### src/rtl/vga_seq_pkg.sv
package vga_seq_pkg;

    typedef struct packed {
        logic [15:0] h_act;
        logic [15:0] h_fp;
        logic [15:0] h_sync;
        logic [15:0] h_bp;
        logic [15:0] v_act;
        logic [15:0] v_fp;
        logic [15:0] v_sync;
        logic [15:0] v_bp;
        logic        h_pos;
        logic        v_pos;
    } vga_mode_t;

    typedef struct packed {
        logic [7:0] r;
        logic [7:0] g;
        logic [7:0] b;
    } rgb_t;

    // Built-in display modes, 60 Hz refresh
    function automatic vga_mode_t mode_preset(input int sel);
        vga_mode_t m;
        case (sel)
            1:       m = '{16'd800,  16'd40, 16'd128, 16'd88,
                           16'd600,  16'd1,  16'd4,   16'd23, 1'b1, 1'b1};
            2:       m = '{16'd1024, 16'd24, 16'd136, 16'd160,
                           16'd768,  16'd3,  16'd6,   16'd29, 1'b0, 1'b0};
            default: m = '{16'd640,  16'd16, 16'd96,  16'd48,
                           16'd480,  16'd10, 16'd2,   16'd33, 1'b0, 1'b0};
        endcase
        return m;
    endfunction

endpackage

### src/rtl/vga_raster_timing.sv
module vga_raster_timing #(
    parameter int H_ACT  = 640,
    parameter int H_FP   = 16,
    parameter int H_SYNC = 96,
    parameter int H_BP   = 48,
    parameter int V_ACT  = 480,
    parameter int V_FP   = 10,
    parameter int V_SYNC = 2,
    parameter int V_BP   = 33,
    parameter bit H_POS  = 1'b0,
    parameter bit V_POS  = 1'b0
) (
    input  logic clk,
    input  logic rst_n,
    output logic visible,
    output logic frame_start,
    output logic hs_level,
    output logic vs_level
);
    localparam int H_TOT = H_ACT + H_FP + H_SYNC + H_BP;
    localparam int V_TOT = V_ACT + V_FP + V_SYNC + V_BP;
    localparam int HW    = $clog2(H_TOT);
    localparam int VW    = $clog2(V_TOT);
    localparam logic [HW-1:0] H_LAST = HW'(H_TOT - 1);
    localparam logic [VW-1:0] V_LAST = VW'(V_TOT - 1);
    localparam logic [HW-1:0] HS_BEG = HW'(H_ACT + H_FP);
    localparam logic [HW-1:0] HS_END = HW'(H_ACT + H_FP + H_SYNC);
    localparam logic [VW-1:0] VS_BEG = VW'(V_ACT + V_FP);
    localparam logic [VW-1:0] VS_END = VW'(V_ACT + V_FP + V_SYNC);

    typedef struct packed {
        logic [HW-1:0] h;
        logic [VW-1:0] v;
    } cnt_s;

    cnt_s st_q, st_d;
    logic hs_on, vs_on;

    always_comb begin
        st_d = st_q;
        if (st_q.h == H_LAST) begin
            st_d.h = '0;
            st_d.v = (st_q.v == V_LAST) ? '0 : st_q.v + 1'b1;
        end else begin
            st_d.h = st_q.h + 1'b1;
        end
        hs_on       = (st_q.h >= HS_BEG) && (st_q.h < HS_END);
        vs_on       = (st_q.v >= VS_BEG) && (st_q.v < VS_END);
        visible     = (st_q.h < HW'(H_ACT)) && (st_q.v < VW'(V_ACT));
        frame_start = (st_q.h == '0) && (st_q.v == '0);
        hs_level    = H_POS ? hs_on : ~hs_on;
        vs_level    = V_POS ? vs_on : ~vs_on;
    end

    always_ff @(posedge clk) begin
        if (!rst_n) st_q <= '0;
        else        st_q <= st_d;
    end

    // line counter wraps to zero after its last count
    a_r1_line_wrap: assert property (@(posedge clk) disable iff (!rst_n)
        (st_q.h == H_LAST) |=> (st_q.h == '0));
    // frame counter advances only across a line wrap
    a_r3_frame_step: assert property (@(posedge clk) disable iff (!rst_n)
        (st_q.h != H_LAST) |=> $stable(st_q.v));

endmodule

### src/rtl/vga_unpack16.sv
module vga_unpack16
    import vga_seq_pkg::*;
#(
    parameter int WORD_W = 32
) (
    input  logic              clk,
    input  logic              rst_n,
    input  logic              req,
    input  logic              restart,
    input  logic [WORD_W-1:0] word,
    input  logic              empty,
    output logic              pop,
    output logic              starve,
    output rgb_t              pix
);
    localparam int HALF_W = WORD_W / 2;

    typedef struct packed {
        logic              odd;
        logic [HALF_W-1:0] hold;
    } u16_s;

    u16_s st_q, st_d;
    logic odd_eff, need;
    logic [15:0] half;

    always_comb begin
        st_d    = st_q;
        odd_eff = restart ? 1'b0 : st_q.odd;
        st_d.odd = odd_eff;
        need    = req & ~odd_eff;
        starve  = need & empty;
        pop     = need & ~empty;
        half    = odd_eff ? st_q.hold[15:0] : word[15:0];
        if (req && !starve) begin
            st_d.odd = ~odd_eff;
            if (!odd_eff) st_d.hold = word[WORD_W-1:HALF_W];
        end
        pix.r = {half[15:11], half[15:13]};
        pix.g = {half[10:5],  half[10:9]};
        pix.b = {half[4:0],   half[4:2]};
    end

    always_ff @(posedge clk) begin
        if (!rst_n) st_q <= '0;
        else        st_q <= st_d;
    end

    // one word serves two consecutive pixels
    a_r6_pop_alternate: assert property (@(posedge clk) disable iff (!rst_n)
        pop |=> !pop);

endmodule

### src/rtl/vga_unpack24.sv
module vga_unpack24
    import vga_seq_pkg::*;
#(
    parameter int WORD_W = 32
) (
    input  logic              clk,
    input  logic              rst_n,
    input  logic              req,
    input  logic              restart,
    input  logic [WORD_W-1:0] word,
    input  logic              empty,
    output logic              pop,
    output logic              starve,
    output rgb_t              pix
);
    localparam int PIX_W = 24;

    typedef struct packed {
        logic [1:0]       ph;
        logic [PIX_W-1:0] carry;
    } u24_s;

    u24_s st_q, st_d;
    logic [1:0] ph_eff;
    logic need;
    logic [PIX_W-1:0] px, carry_nx;

    always_comb begin
        st_d   = st_q;
        ph_eff = restart ? 2'd0 : st_q.ph;
        st_d.ph = ph_eff;
        need   = req && (ph_eff != 2'd3);
        starve = need & empty;
        pop    = need & ~empty;
        case (ph_eff)
            2'd0: begin
                px       = word[23:0];
                carry_nx = {16'd0, word[31:24]};
            end
            2'd1: begin
                px       = {word[15:0], st_q.carry[7:0]};
                carry_nx = {8'd0, word[31:16]};
            end
            2'd2: begin
                px       = {word[7:0], st_q.carry[15:0]};
                carry_nx = word[31:8];
            end
            default: begin
                px       = st_q.carry;
                carry_nx = '0;
            end
        endcase
        if (req && !starve) begin
            st_d.ph    = ph_eff + 2'd1;
            st_d.carry = carry_nx;
        end
        pix = px;
    end

    always_ff @(posedge clk) begin
        if (!rst_n) st_q <= '0;
        else        st_q <= st_d;
    end

    // the fourth pixel of a group takes no word
    a_r6_group_gap: assert property (@(posedge clk) disable iff (!rst_n)
        (st_q.ph == 2'd3 && !restart) |-> !pop);

endmodule

### src/rtl/vga_sequencer.sv
module vga_sequencer
    import vga_seq_pkg::*;
#(
    parameter int RES        = 0,
    parameter int BPP        = 16,
    parameter int WORD_W     = 32,
    parameter int USR_H_ACT  = 640,
    parameter int USR_H_FP   = 16,
    parameter int USR_H_SYNC = 96,
    parameter int USR_H_BP   = 48,
    parameter int USR_V_ACT  = 480,
    parameter int USR_V_FP   = 10,
    parameter int USR_V_SYNC = 2,
    parameter int USR_V_BP   = 33,
    parameter bit USR_H_POS  = 1'b0,
    parameter bit USR_V_POS  = 1'b0
) (
    input  logic              clk,
    input  logic              rst_n,
    input  logic [WORD_W-1:0] fifo_data,
    input  logic              fifo_empty,
    output logic              fifo_pop,
    output logic              hsync,
    output logic              vsync,
    output logic              blank,
    output logic [7:0]        red,
    output logic [7:0]        green,
    output logic [7:0]        blue,
    output logic              underflow
);
    localparam vga_mode_t USR_MODE = '{16'(USR_H_ACT), 16'(USR_H_FP),
                                       16'(USR_H_SYNC), 16'(USR_H_BP),
                                       16'(USR_V_ACT), 16'(USR_V_FP),
                                       16'(USR_V_SYNC), 16'(USR_V_BP),
                                       USR_H_POS, USR_V_POS};
    localparam vga_mode_t MODE = (RES == 3) ? USR_MODE : mode_preset(RES);

    typedef struct packed {
        logic hs;
        logic vs;
        logic blank;
        logic uf;
        rgb_t pix;
    } out_s;

    out_s o_q, o_d;
    logic visible, fstart, hs_lvl, vs_lvl;
    logic uf_eff, req, starve;
    rgb_t pix;

    vga_raster_timing #(
        .H_ACT (int'(MODE.h_act)),  .H_FP  (int'(MODE.h_fp)),
        .H_SYNC(int'(MODE.h_sync)), .H_BP  (int'(MODE.h_bp)),
        .V_ACT (int'(MODE.v_act)),  .V_FP  (int'(MODE.v_fp)),
        .V_SYNC(int'(MODE.v_sync)), .V_BP  (int'(MODE.v_bp)),
        .H_POS (MODE.h_pos),        .V_POS (MODE.v_pos)
    ) u_tim (
        .clk        (clk),
        .rst_n      (rst_n),
        .visible    (visible),
        .frame_start(fstart),
        .hs_level   (hs_lvl),
        .vs_level   (vs_lvl)
    );

    assign uf_eff = o_q.uf & ~fstart;
    assign req    = visible & ~uf_eff;

    generate
        if (BPP == 24) begin : g_bpp24
            vga_unpack24 #(.WORD_W(WORD_W)) u_unp (
                .clk(clk), .rst_n(rst_n), .req(req), .restart(fstart),
                .word(fifo_data), .empty(fifo_empty),
                .pop(fifo_pop), .starve(starve), .pix(pix));
        end else begin : g_bpp16
            vga_unpack16 #(.WORD_W(WORD_W)) u_unp (
                .clk(clk), .rst_n(rst_n), .req(req), .restart(fstart),
                .word(fifo_data), .empty(fifo_empty),
                .pop(fifo_pop), .starve(starve), .pix(pix));
        end
    endgenerate

    always_comb begin
        o_d.hs    = hs_lvl;
        o_d.vs    = vs_lvl;
        o_d.blank = ~visible;
        o_d.uf    = uf_eff | starve;
        o_d.pix   = (req && !starve) ? pix : '0;
    end

    always_ff @(posedge clk) begin
        if (!rst_n) begin
            o_q.hs    <= ~MODE.h_pos;
            o_q.vs    <= ~MODE.v_pos;
            o_q.blank <= 1'b1;
            o_q.uf    <= 1'b0;
            o_q.pix   <= '0;
        end else begin
            o_q <= o_d;
        end
    end

    assign hsync     = o_q.hs;
    assign vsync     = o_q.vs;
    assign blank     = o_q.blank;
    assign underflow = o_q.uf;
    assign red       = o_q.pix.r;
    assign green     = o_q.pix.g;
    assign blue      = o_q.pix.b;

    // never pop an empty FIFO
    a_r5_pop_not_empty: assert property (@(posedge clk) disable iff (!rst_n)
        fifo_pop |-> !fifo_empty);
    // a popped word lands in a visible slot
    a_r5_pop_visible: assert property (@(posedge clk) disable iff (!rst_n)
        fifo_pop |=> !blank);
    // blanked slots carry black
    a_r4_black_blank: assert property (@(posedge clk) disable iff (!rst_n)
        blank |-> (red == 8'd0 && green == 8'd0 && blue == 8'd0));
    // a starved frame takes no further words
    a_r9_no_pop_starved: assert property (@(posedge clk) disable iff (!rst_n)
        (underflow && !fstart) |-> !fifo_pop);

endmodule

### config.mk
export PLATFORM = sky130hd
export DESIGN_NAME = vga_sequencer
export DESIGN_NICKNAME = d
export VERILOG_FILES = /design/src/rtl/vga_seq_pkg.sv /design/src/rtl/vga_raster_timing.sv /design/src/rtl/vga_unpack16.sv /design/src/rtl/vga_unpack24.sv /design/src/rtl/vga_sequencer.sv
export SDC_FILE = /design/constraint.sdc
export NUM_CORES = 1
export LEC_CHECK = 0
export BUFFER_PORTS_ARGS = -buffer_cell sky130_fd_sc_hd__buf_2
export CAP_MARGIN = 10
export CORE_AREA = 2 2 77 79
export DETAILED_ROUTE_END_ITERATION = 8
export DIE_AREA = 0 0 79 81
export HOLD_SLACK_MARGIN = 0.15
export PLACE_DENSITY = 0.69
export SLEW_MARGIN = 25
export SYNTH_ARGS = -nofsm -noshare
export SYNTH_HDL_FRONTEND = slang
export SYNTH_SLANG_ARGS = --single-unit
export TNS_END_PERCENT = 5
### constraint.sdc
create_clock -name clk -period 5.3 [get_ports clk]
set_input_delay 0.265 -clock clk [delete_from_list [all_inputs] [get_ports clk]]
set_output_delay 0.265 -clock clk [all_outputs]
set_load 0.005 [all_outputs]
==> impl_metrics.yaml, run 1 <==
run_status:
  status: "completed"
finish:
  nNetsFinal: 346
  num_antenna_cells: 0
  nFillCells: 549
  area_growth_syn_to_layout_pct: 20.64
  ff_latch_area_um2: 1141
  drive_above_1_share_pct: 32.15
  multi_input_area_um2: 1162
critical_path:
  crit_path_frequent_cell: "ha_1"
  cp_num_buf_inv: 1
  slowest_stage: "ha_1"
  cp-end-kind: "flip-flop"
  start_kind: "flip-flop"
  cp.required_ns: 5.51
  worstPathCellList: "inv_1 > ha_1 > nor3b_1 > nand4_2 > o21ai_4 > ha_1 > mux2i_1 > nor2_1"
  path_class: "reg -> reg"
  cp_max_fo: 17
  critPathMaxStageDelay_ns: 0.89
  critPathArrivalTime_ns: 3.17
  cpLargestDelayFamily: "adder cells"
synth:
  synth_ff_type: "dfxtp_1"
  syn_avg_cell_area_um2: 9.899
  netlist_area_um2: 2455
  synth_seq_cells: 57
  synth_top_area_share_pct: 46.48
  synth-edff-count: 0
  yosysSeqAreaShare_pct: 46.48
  yosysMostFrequentCell: "dfxtp_1"
  syn-instance-count: 248
  synthTopCellsByCount: "57 x dfxtp_1, 45 x nor2_1, 32 x mux2i_1"
  synth_cell_types: 37
  ys_warn_count: 0
  syn_nets: 288
  yosys.area.top_type: "dfxtp_1"
  synth_area_leaders: "dfxtp_1 46%, mux2i_1 13%, nor2_1 6.9%"
  ys_async_sr_fraction_pct: 0
place:
  gp_congestion: 0.7591
  place_ws_ns: 2.318
  port_buffers: 63
  hpwlAfterDp_um: 3199
die:
  fp-row-count: 28
  dieArea_um2: 6399
  coreArea_um2: 5675
  die_h_um: 81
  pin_count: 64
  initial_core_util_pct: 43.25
  die_x_um: 79
power_and_ir_drop:
  p_leak_nw: 1.426
  power.density_nw_per_um2: 358.1
  peakVddDrop_v: 0.0001308
cts:
  h-tree-depth: 3
  post_cts_buffers: 0
  root_buffer: "clkbuf_8"
  numCtsBuffers: 9
  clkTransAtPathRegs_ns: 0.06
  clockBufferDepth: 2
  clk_latency_ns: 0.33
  postCtsHoldBufs: 0
  cts.sinks: 57
  cts.repair.resized: 0
  cts_tree: "done"
drt:
  post_drt_via_cell_ratio: 4.741
  drtAntennaViolNets: 0
  routedWlPerCell_um: 11.59
  drt_first_pass_iters: 4
  via_count: 1830
  drtIter0Drc: 71
  postRouteWirelength_um: 4473
  drc: 0
timing:
  finalSetupViolations: 0
  slew_headroom_pct: 38.25
  rsz0062_at_grt: "no"
  worst_slack_ns: 2.341
  clock.fmax_ghz: 0.3379
  tns_ns: 0
  fin_crit_ns: 2.959
  post-route-period-util_pct: 55.84
  drv_slew: 0
  tightest_slew_ns: 0.9263
  fin_skew_ns: 0.007405
  hold_violations: 0
job:
  maxCapViolations: 0
global_route:
  grt_pass1_wl_um: 7376
  grt_pass1_vias: 1690
  antenna_found_initial: 0
  overflow: 0
  track_usage_pct: 15.07
  grt_start_max_net_pins: 27
min_path:
  holdCritPathClass: "in -> reg"
## layout by cell type (no fill, tap or decap), types with 2 or more instances in the layout
master     instances
buf_2             63
dfxtp_1           57
nor2_1            45
mux2i_1           32
xor2_1            13
nand2_1           11
clkbuf_8          11
nor2_2            10
nand3_1            9
nand4_1            8
inv_1              6
and3_1             5
ha_1               5
nor3_1             3
xnor2_1            3
clkbuf_1           3
nor4_2             2
o21ai_0            2
o21ai_2            2
and4_1             2
a21oi_1            2
bufinv_16          2
## logic make-up after synthesis
logic type,share of synthesized area [%]
compound gates,2.803
buf+inv,6.473
xor+xnor,5.709
simple gates,22.94
flops,46.48
fa+ha+maj,2.548
mux,13.05
## path summary, 6_finish.rpt
| check | startpoint | end | slack [ns] | cells past startpoint |
|---|---|---|---|---|
| worst max-delay path | u_tim.st_q[10] | g_bpp16.u_unp.st_q[2] | 2.34 | 8 |
| worst min-delay path | fifo_data[4] | blue[2] | 0.17 | 3 |
| worst max register to register | u_tim.st_q[10] | g_bpp16.u_unp.st_q[2] | 2.34 | 8 |
| worst min register to register | u_tim.st_q[10] | u_tim.st_q[10] | 0.47 | 1 |
## worst min-delay path, stage by stage
cell and delay, ns:
buf_2 0.07, mux2i_1 0.06, nor2_1 0.07
## where the power goes
group | switching, W | internal, W
Sequential | 0.0000150 | 0.000458
Combinational | 0.0000681 | 0.0000687
Clock | 0.000160 | 0.000291
## metrics by stage
stage	hold WS, ns	power (W)	util, %	cell area (um^2)	cells
after floorplan	0.4109	0.0005906	-	2455	248
after global placement	0.4421	0.0006169	48.13	2731	370
after detailed placement	0.4620	0.0006213	48.26	2739	370
after CTS	0.1567	0.001077	52.18	2962	386
after global routing	0.1714	0.001113	52.18	2962	386
final	0.1707	0.001061	52.18	2962	386
## registers in the layout, indices dropped and copies added (netlist names)
register / flops
u_tim.st_q: 20
g_bpp16.u_unp.st_q: 17
green: 6
blue: 5
red: 5
blank: 1
hsync: 1
underflow: 1
vsync: 1
## routing by layer
layer  part of all wire, %  up-vias  GRT usage [%]  wire (um)
met5                     0        -              0          0
met4                  0.94        0          5.690         42
met3                   7.0        5          5.889        313
met2                    46       48          25.17       2044
met1                    46      825          17.57       2073
li1                      -      952              -          -
## final cells by class
cell class	instances	area share (%)
repair buffers	63	10.65
well taps	75	3.169
clock buffers	14	5.492
inverters	7	0.8872
flip-flops and latches	57	38.53
multi-input cells	168	39.25
clock inverters	2	2.028
Power figures use the tool's default switching activity.
==> inputs of run 2 (changes only) <==
Settings changed: ABC_AREA from default to 1, CORE_AREA 2 2 77 79 to 2 2 79 81, DIE_AREA 0 0 79 81 to 0 0 81 83, PLACE_DENSITY 0.69 to 0.68.
Clock period 5.3 ns to 3.1 ns, I/O delays scaled along.
==> impl_metrics.yaml, run 2 <==
global_route:
  grt_start_max_net_pins: 27
  antenna_found_initial: 0
  overflow: 0
  track_usage_pct: 16.94
  grt_pass1_wl_um: 8852
  grt_pass1_vias: 2147
synth:
  yosys.area.top_type: "dfxtp_1"
  netlist_area_um2: 2589
  synth_seq_cells: 57
  syn_avg_cell_area_um2: 7.396
  ys_warn_count: 0
  synth_top_area_share_pct: 44.08
  syn_nets: 390
  yosysSeqAreaShare_pct: 44.08
  syn-instance-count: 350
  ys_async_sr_fraction_pct: 0
  yosysMostFrequentCell: "inv_1"
  synth_area_leaders: "dfxtp_1 44%, inv_1 9.0%, nand2_1 7.2%"
  synth_cell_types: 31
  synth_ff_type: "dfxtp_1"
  synth-edff-count: 0
  synthTopCellsByCount: "62 x inv_1, 57 x dfxtp_1, 50 x nand2_1"
critical_path:
  critPathArrivalTime_ns: 2.33
  cp_max_fo: 26
  cp-end-kind: "primary output"
  worstReg2RegStart: "u_tim.st_q[0]"
  critPathLaunch: "u_tim.st_q[0]"
  start_kind: "flip-flop"
  path_class: "reg -> out"
  cp.required_ns: 2.94
timing:
  slew_headroom_pct: 64.57
  fin_skew_ns: 0.009069
  finalSetupViolations: 0
  tightest_slew_ns: 0.5273
  drv_slew: 0
  post-route-period-util_pct: 80.14
  hold_violations: 0
  worst_hold_slack_ns: 0.1608
  rsz0062_at_grt: "no"
  tns_ns: 0
  fin_crit_ns: 2.484
  clock.fmax_ghz: 0.4025
cts:
  cts_tree: "done"
  clk_latency_ns: 0.33
  h-tree-depth: 3
  clockBufferDepth: 2
  postCtsHoldBufs: 23
  root_buffer: "clkbuf_8"
  cts.sinks: 57
  numCtsBuffers: 9
  clkTransAtPathRegs_ns: 0.06
  cts.repair.resized: 0
  post_cts_buffers: 0
place:
  port_buffers: 63
  gp_congestion: 0.8709
  hpwlAfterDp_um: 3812
die:
  fp-row-count: 28
  pin_count: 64
  dieArea_um2: 6723
  initial_core_util_pct: 44.51
  die_h_um: 83
  die_x_um: 81
  coreArea_um2: 5816
finish:
  nNetsFinal: 471
  area_growth_syn_to_layout_pct: 27.74
  drive_above_1_share_pct: 22.76
  nFillCells: 530
  largest_reg_flops: 20
  layout.cells.most_common: "buf_2"
  num_antenna_cells: 0
  layout_common_cells: "63 x buf_2, 62 x inv_1, 57 x dfxtp_1, 50 x nand2_1, 43 x nor2_1"
  registers.top_by_ff_count: "u_tim.st_q"
power_and_ir_drop:
  power.density_nw_per_um2: 529.3
  p_leak_nw: 1.573
  peakVddDrop_v: 0.0003243
  finalPower_w: 0.001750
run_status:
  status: "completed"
min_path:
  holdCritStartpoint: "fifo_data[12]"
  holdCritPathClass: "in -> reg"
drt:
  routedWlPerCell_um: 10.57
  drt_first_pass_iters: 4
  post_drt_via_cell_ratio: 4.567
  postRouteWirelength_um: 5391
  drc: 0
  via_count: 2329
  drtIter0Drc: 125
  drtAntennaViolNets: 0
job:
  maxCapViolations: 0
==> run 2: changes by cell type after synthesis, moves of 8 or more <==
cell     change
o21ai_0     +32
mux2i_1     -32
xor2_1       -8
nand2_1     +39
a21oi_1     +21
inv_1       +56
==> run 2: kinds of logic after synthesis <==
logic type | count (synthesis) | synth area share (%)
flip-flops | 57 | 44.08
adder cells (fa/ha/maj) | 5 | 2.417
XOR/XNOR | 7 | 2.368
AND/OR/NAND/NOR | 134 | 23.39
buffers and inverters | 83 | 14.50
AO/OA/AOI/OAI | 64 | 13.24
==> run 2: area by class of cell <==
type	instances	area, um^2	share of cell area [%]
timing repair buffer	88	560.5	16.95
inverter	65	244.0	7.378
sequential	57	1141	34.51
clock inverter	3	40.04	1.211
clock buffer	12	155.1	4.692
tap	75	93.84	2.838
multi-input combinational	210	1072	32.43
==> run 2: power by group <==
part	switching, W	internal, W	total (W)
logic	0.000145	0.000112	0.000257
registers	0.0000171	0.000790	0.000807
clock network	0.000278	0.000408	0.000686
==> run 2: worst paths after layout <==
| path | end | slack [ns] | cells past startpoint |
|---|---|---|---|
| setup / recovery | fifo_pop | 0.62 | 11 |
| hold / removal | red[4] | 0.16 | 5 |
| setup reg to reg | g_bpp16.u_unp.st_q[9] | 0.76 | 14 |
| hold reg to reg | g_bpp16.u_unp.st_q[5] | 0.45 | 2 |
==> run 2: stage by stage <==
step	utilization (%)	instances	worst slack [ns]	cell area (um^2)
finish	56.86	510	0.6158	3307
global route	56.86	510	0.4058	3307
global placement	49.55	472	0.8452	2882
floorplan	-	350	1.097	2589
detailed placement	49.55	472	0.7600	2882
CTS	56.86	510	0.5773	3307
==> run 2: worst max-delay path, stage by stage (launching register included) <==
cell     delay (ns)
dfxtp_1        0.34
inv_1          0.14
ha_1           0.21
nand2_1        0.06
inv_1          0.04
nand2_1        0.04
nor2_1         0.10
nand3_2        0.09
nand2_2        0.19
buf_4          0.29
nor3b_1        0.30
buf_2          0.17
==> run 2: routing by layer <==
metal | vias to the layer above | part of all wire, % | GRT usage (%)
li1 | 1248 | - | -
met1 | 995 | 44 | 18.47
met2 | 76 | 48 | 29.15
met3 | 10 | 6.4 | 4.674
met4 | 0 | 2.1 | 8.937
met5 | - | 0 | 0
==> inputs of run 3 (changes only) <==
Settings changed: PLACE_DENSITY 0.68 to 0.71.
Clock period 3.1 ns to 2.1 ns, I/O delays scaled along.
==> impl_metrics.yaml, run 3 (synthesized netlist as in run 2, its figures left out) <==
critical_path:
  critPathArrivalTime_ns: 2.26
  cp_max_fo: 8
  crit_cells: 14
  rrSetupSlack_ns: 0.06
  cp-end-kind: "flip-flop"
  r2r_cells: 14
  r2r-end: "g_bpp16.u_unp.st_q[11]"
  cp_num_buf_inv: 3
  cpLargestDelayFamily: "simple AND/OR/NAND/NOR gates"
  critPathLaunch: "u_tim.st_q[1]"
  critPathMaxStageDelay_ns: 0.32
  path_class: "reg -> reg"
  cp.required_ns: 2.32
  start_kind: "flip-flop"
  worstReg2RegStart: "u_tim.st_q[1]"
  worstPathCellList: "inv_2 > ha_4 > nand2_2 > inv_2 > nand2_1 > nor2_1 > nand3_2 > nand2_2 > nand2_4 > a21oi_4 > ha_4 > clkinvlp_4 > o21ai_2 > a21oi_2"
  slowest_stage: "dfxtp_2"
finish:
  registers.top_by_ff_count: "u_tim.st_q"
  layout.cells.most_common: "buf_2"
  layout_common_cells: "63 x buf_2, 57 x inv_1, 54 x dfxtp_1, 49 x nand2_1, 43 x nor2_1"
  nFillCells: 495
  num_antenna_cells: 0
  drive_above_1_share_pct: 29.44
  area_growth_syn_to_layout_pct: 40.02
  nNetsFinal: 497
  largest_reg_flops: 20
cts:
  root_buffer: "clkbuf_8"
  cts_tree: "done"
  h-tree-depth: 3
  clkTransAtPathRegs_ns: 0.07
  cts.sinks: 57
  clk_latency_ns: 0.33
  clockBufferDepth: 2
  numCtsBuffers: 9
power_and_ir_drop:
  finalPower_w: 0.002693
  power.density_nw_per_um2: 742.9
  peakVddDrop_v: 0.0003646
  p_leak_nw: 1.700
timing:
  post-route-period-util_pct: 97.36
  tns_ns: 0
  slew_headroom_pct: 77.20
  fin_skew_ns: 0.01054
  hold_violations: 0
  finalSetupViolations: 0
  fin_crit_ns: 2.044
  worst_hold_slack_ns: 0.1713
  drv_slew: 0
  tightest_slew_ns: 0.3333
  clock.fmax_ghz: 0.4891
  rsz0062_at_grt: "yes"
global_route:
  overflow: 0
  antenna_found_initial: 0
  grt_pass1_wl_um: 9653
  grt_start_max_net_pins: 35
  track_usage_pct: 18.15
  grt_pass1_vias: 2269
min_path:
  holdPathEnd: "g_bpp16.u_unp.st_q[16]"
  holdCritStartpoint: "rst_n"
  min_path_cells: 3
  holdCritPathClass: "in -> reg"
drt:
  routedWlPerCell_um: 11.42
  via_count: 2503
  drt_first_pass_iters: 5
  postRouteWirelength_um: 6131
  drc: 0
  drtIter0Drc: 140
  drtAntennaViolNets: 0
  post_drt_via_cell_ratio: 4.661
die:
  die_h_um: 83
  initial_core_util_pct: 44.51
  coreArea_um2: 5816
  fp-row-count: 28
  die_x_um: 81
  pin_count: 64
  dieArea_um2: 6723
run_status:
  status: "completed"
place:
  port_buffers: 63
  hpwlAfterDp_um: 3757
  gp_congestion: 0.8876
job:
  maxCapViolations: 0
## run 3: cell types whose count changed in the layout (fill, tap and decap cells not counted), moves of 3 or more
cell | before | now
buf_4 | 2 | 14
clkinvlp_4 | 0 | 5
dfxtp_1 | 57 | 54
dfxtp_2 | 0 | 3
dlygate4sd3_1 | 23 | 33
ha_1 | 5 | 2
ha_4 | 0 | 3
inv_1 | 62 | 57
inv_2 | 2 | 6
o21ai_0 | 34 | 19
o21ai_1 | 1 | 11
o21ai_2 | 0 | 5
## run 3: final cells by class
class,instances,area (um^2),share of cell area (%)
clock buffer,10,137.6,3.797
inverter,65,247.7,6.835
timing repair buffer,111,770.7,21.26
tap,75,93.84,2.589
sequential,57,1145,31.58
timing repair inverter,3,22.52,0.6213
clock inverter,6,57.56,1.588
multi-input combinational,210,1150,31.72
## run 3: worst reg2reg max path: cells and delay by family, from the launching register on
family / cells / cell delay (ns)
adder cells (fa/ha/maj): 2 / 0.37
flip-flops: 1 / 0.32
buffers and inverters: 3 / 0.34
AND/OR/NAND/NOR: 6 / 0.50
AO/OA/AOI/OAI: 3 / 0.42
## run 3: how the worst max path moves through the flow
stage                     slack [ns]                endpoint
after floorplan                  0.1  g_bpp16.u_unp.st_q[11]
after global placement          0.02  g_bpp16.u_unp.st_q[10]
after detailed placement       -0.11   g_bpp16.u_unp.st_q[0]
after CTS                      0.004   g_bpp16.u_unp.st_q[0]
after global routing           -0.11  g_bpp16.u_unp.st_q[11]
final                           0.06  g_bpp16.u_unp.st_q[11]
## run 3: routing by layer
layer  vias to the layer above  GRT usage [%]  wire length (um)
met5                         -              0                 0
met2                        77          31.33              2985
met1                      1108          20.80              2692
li1                       1307              -                 -
met3                        11          4.783               359
met4                         0          7.396                93
## run 3: timing repair
item / 4_1_cts / 5_1_grt
gates cloned: 2 / 1
gates resized for setup: 7 / 38
hold buffers: 33 / 0
hold endpoints to repair: 33 / 0
buffers inserted: 0 / 4
pin swaps: 0 / 9
endpoints found under the setup margin: 17 / 17
## run 3: power by group
part	internal [W]	leakage (nW)	switching (W)
registers	0.00117	0.468	0.0000278
clock network	0.000571	0.102	0.000432
logic	0.000224	1.13	0.000272
total	0.00196	1.70	0.000731
## run 3: per-stage QoR
stage / instances / worst slack (ns) / utilization (%) / cell area [um^2]
floorplan: 350 / 0.09729 / - / 2589
global placement: 481 / 0.01501 / 50.71 / 2949
detailed placement: 481 / -0.1088 / 50.71 / 2949
CTS: 532 / 0.003653 / 60.33 / 3508
global route: 537 / -0.1054 / 62.33 / 3625
finish: 537 / 0.05553 / 62.33 / 3625
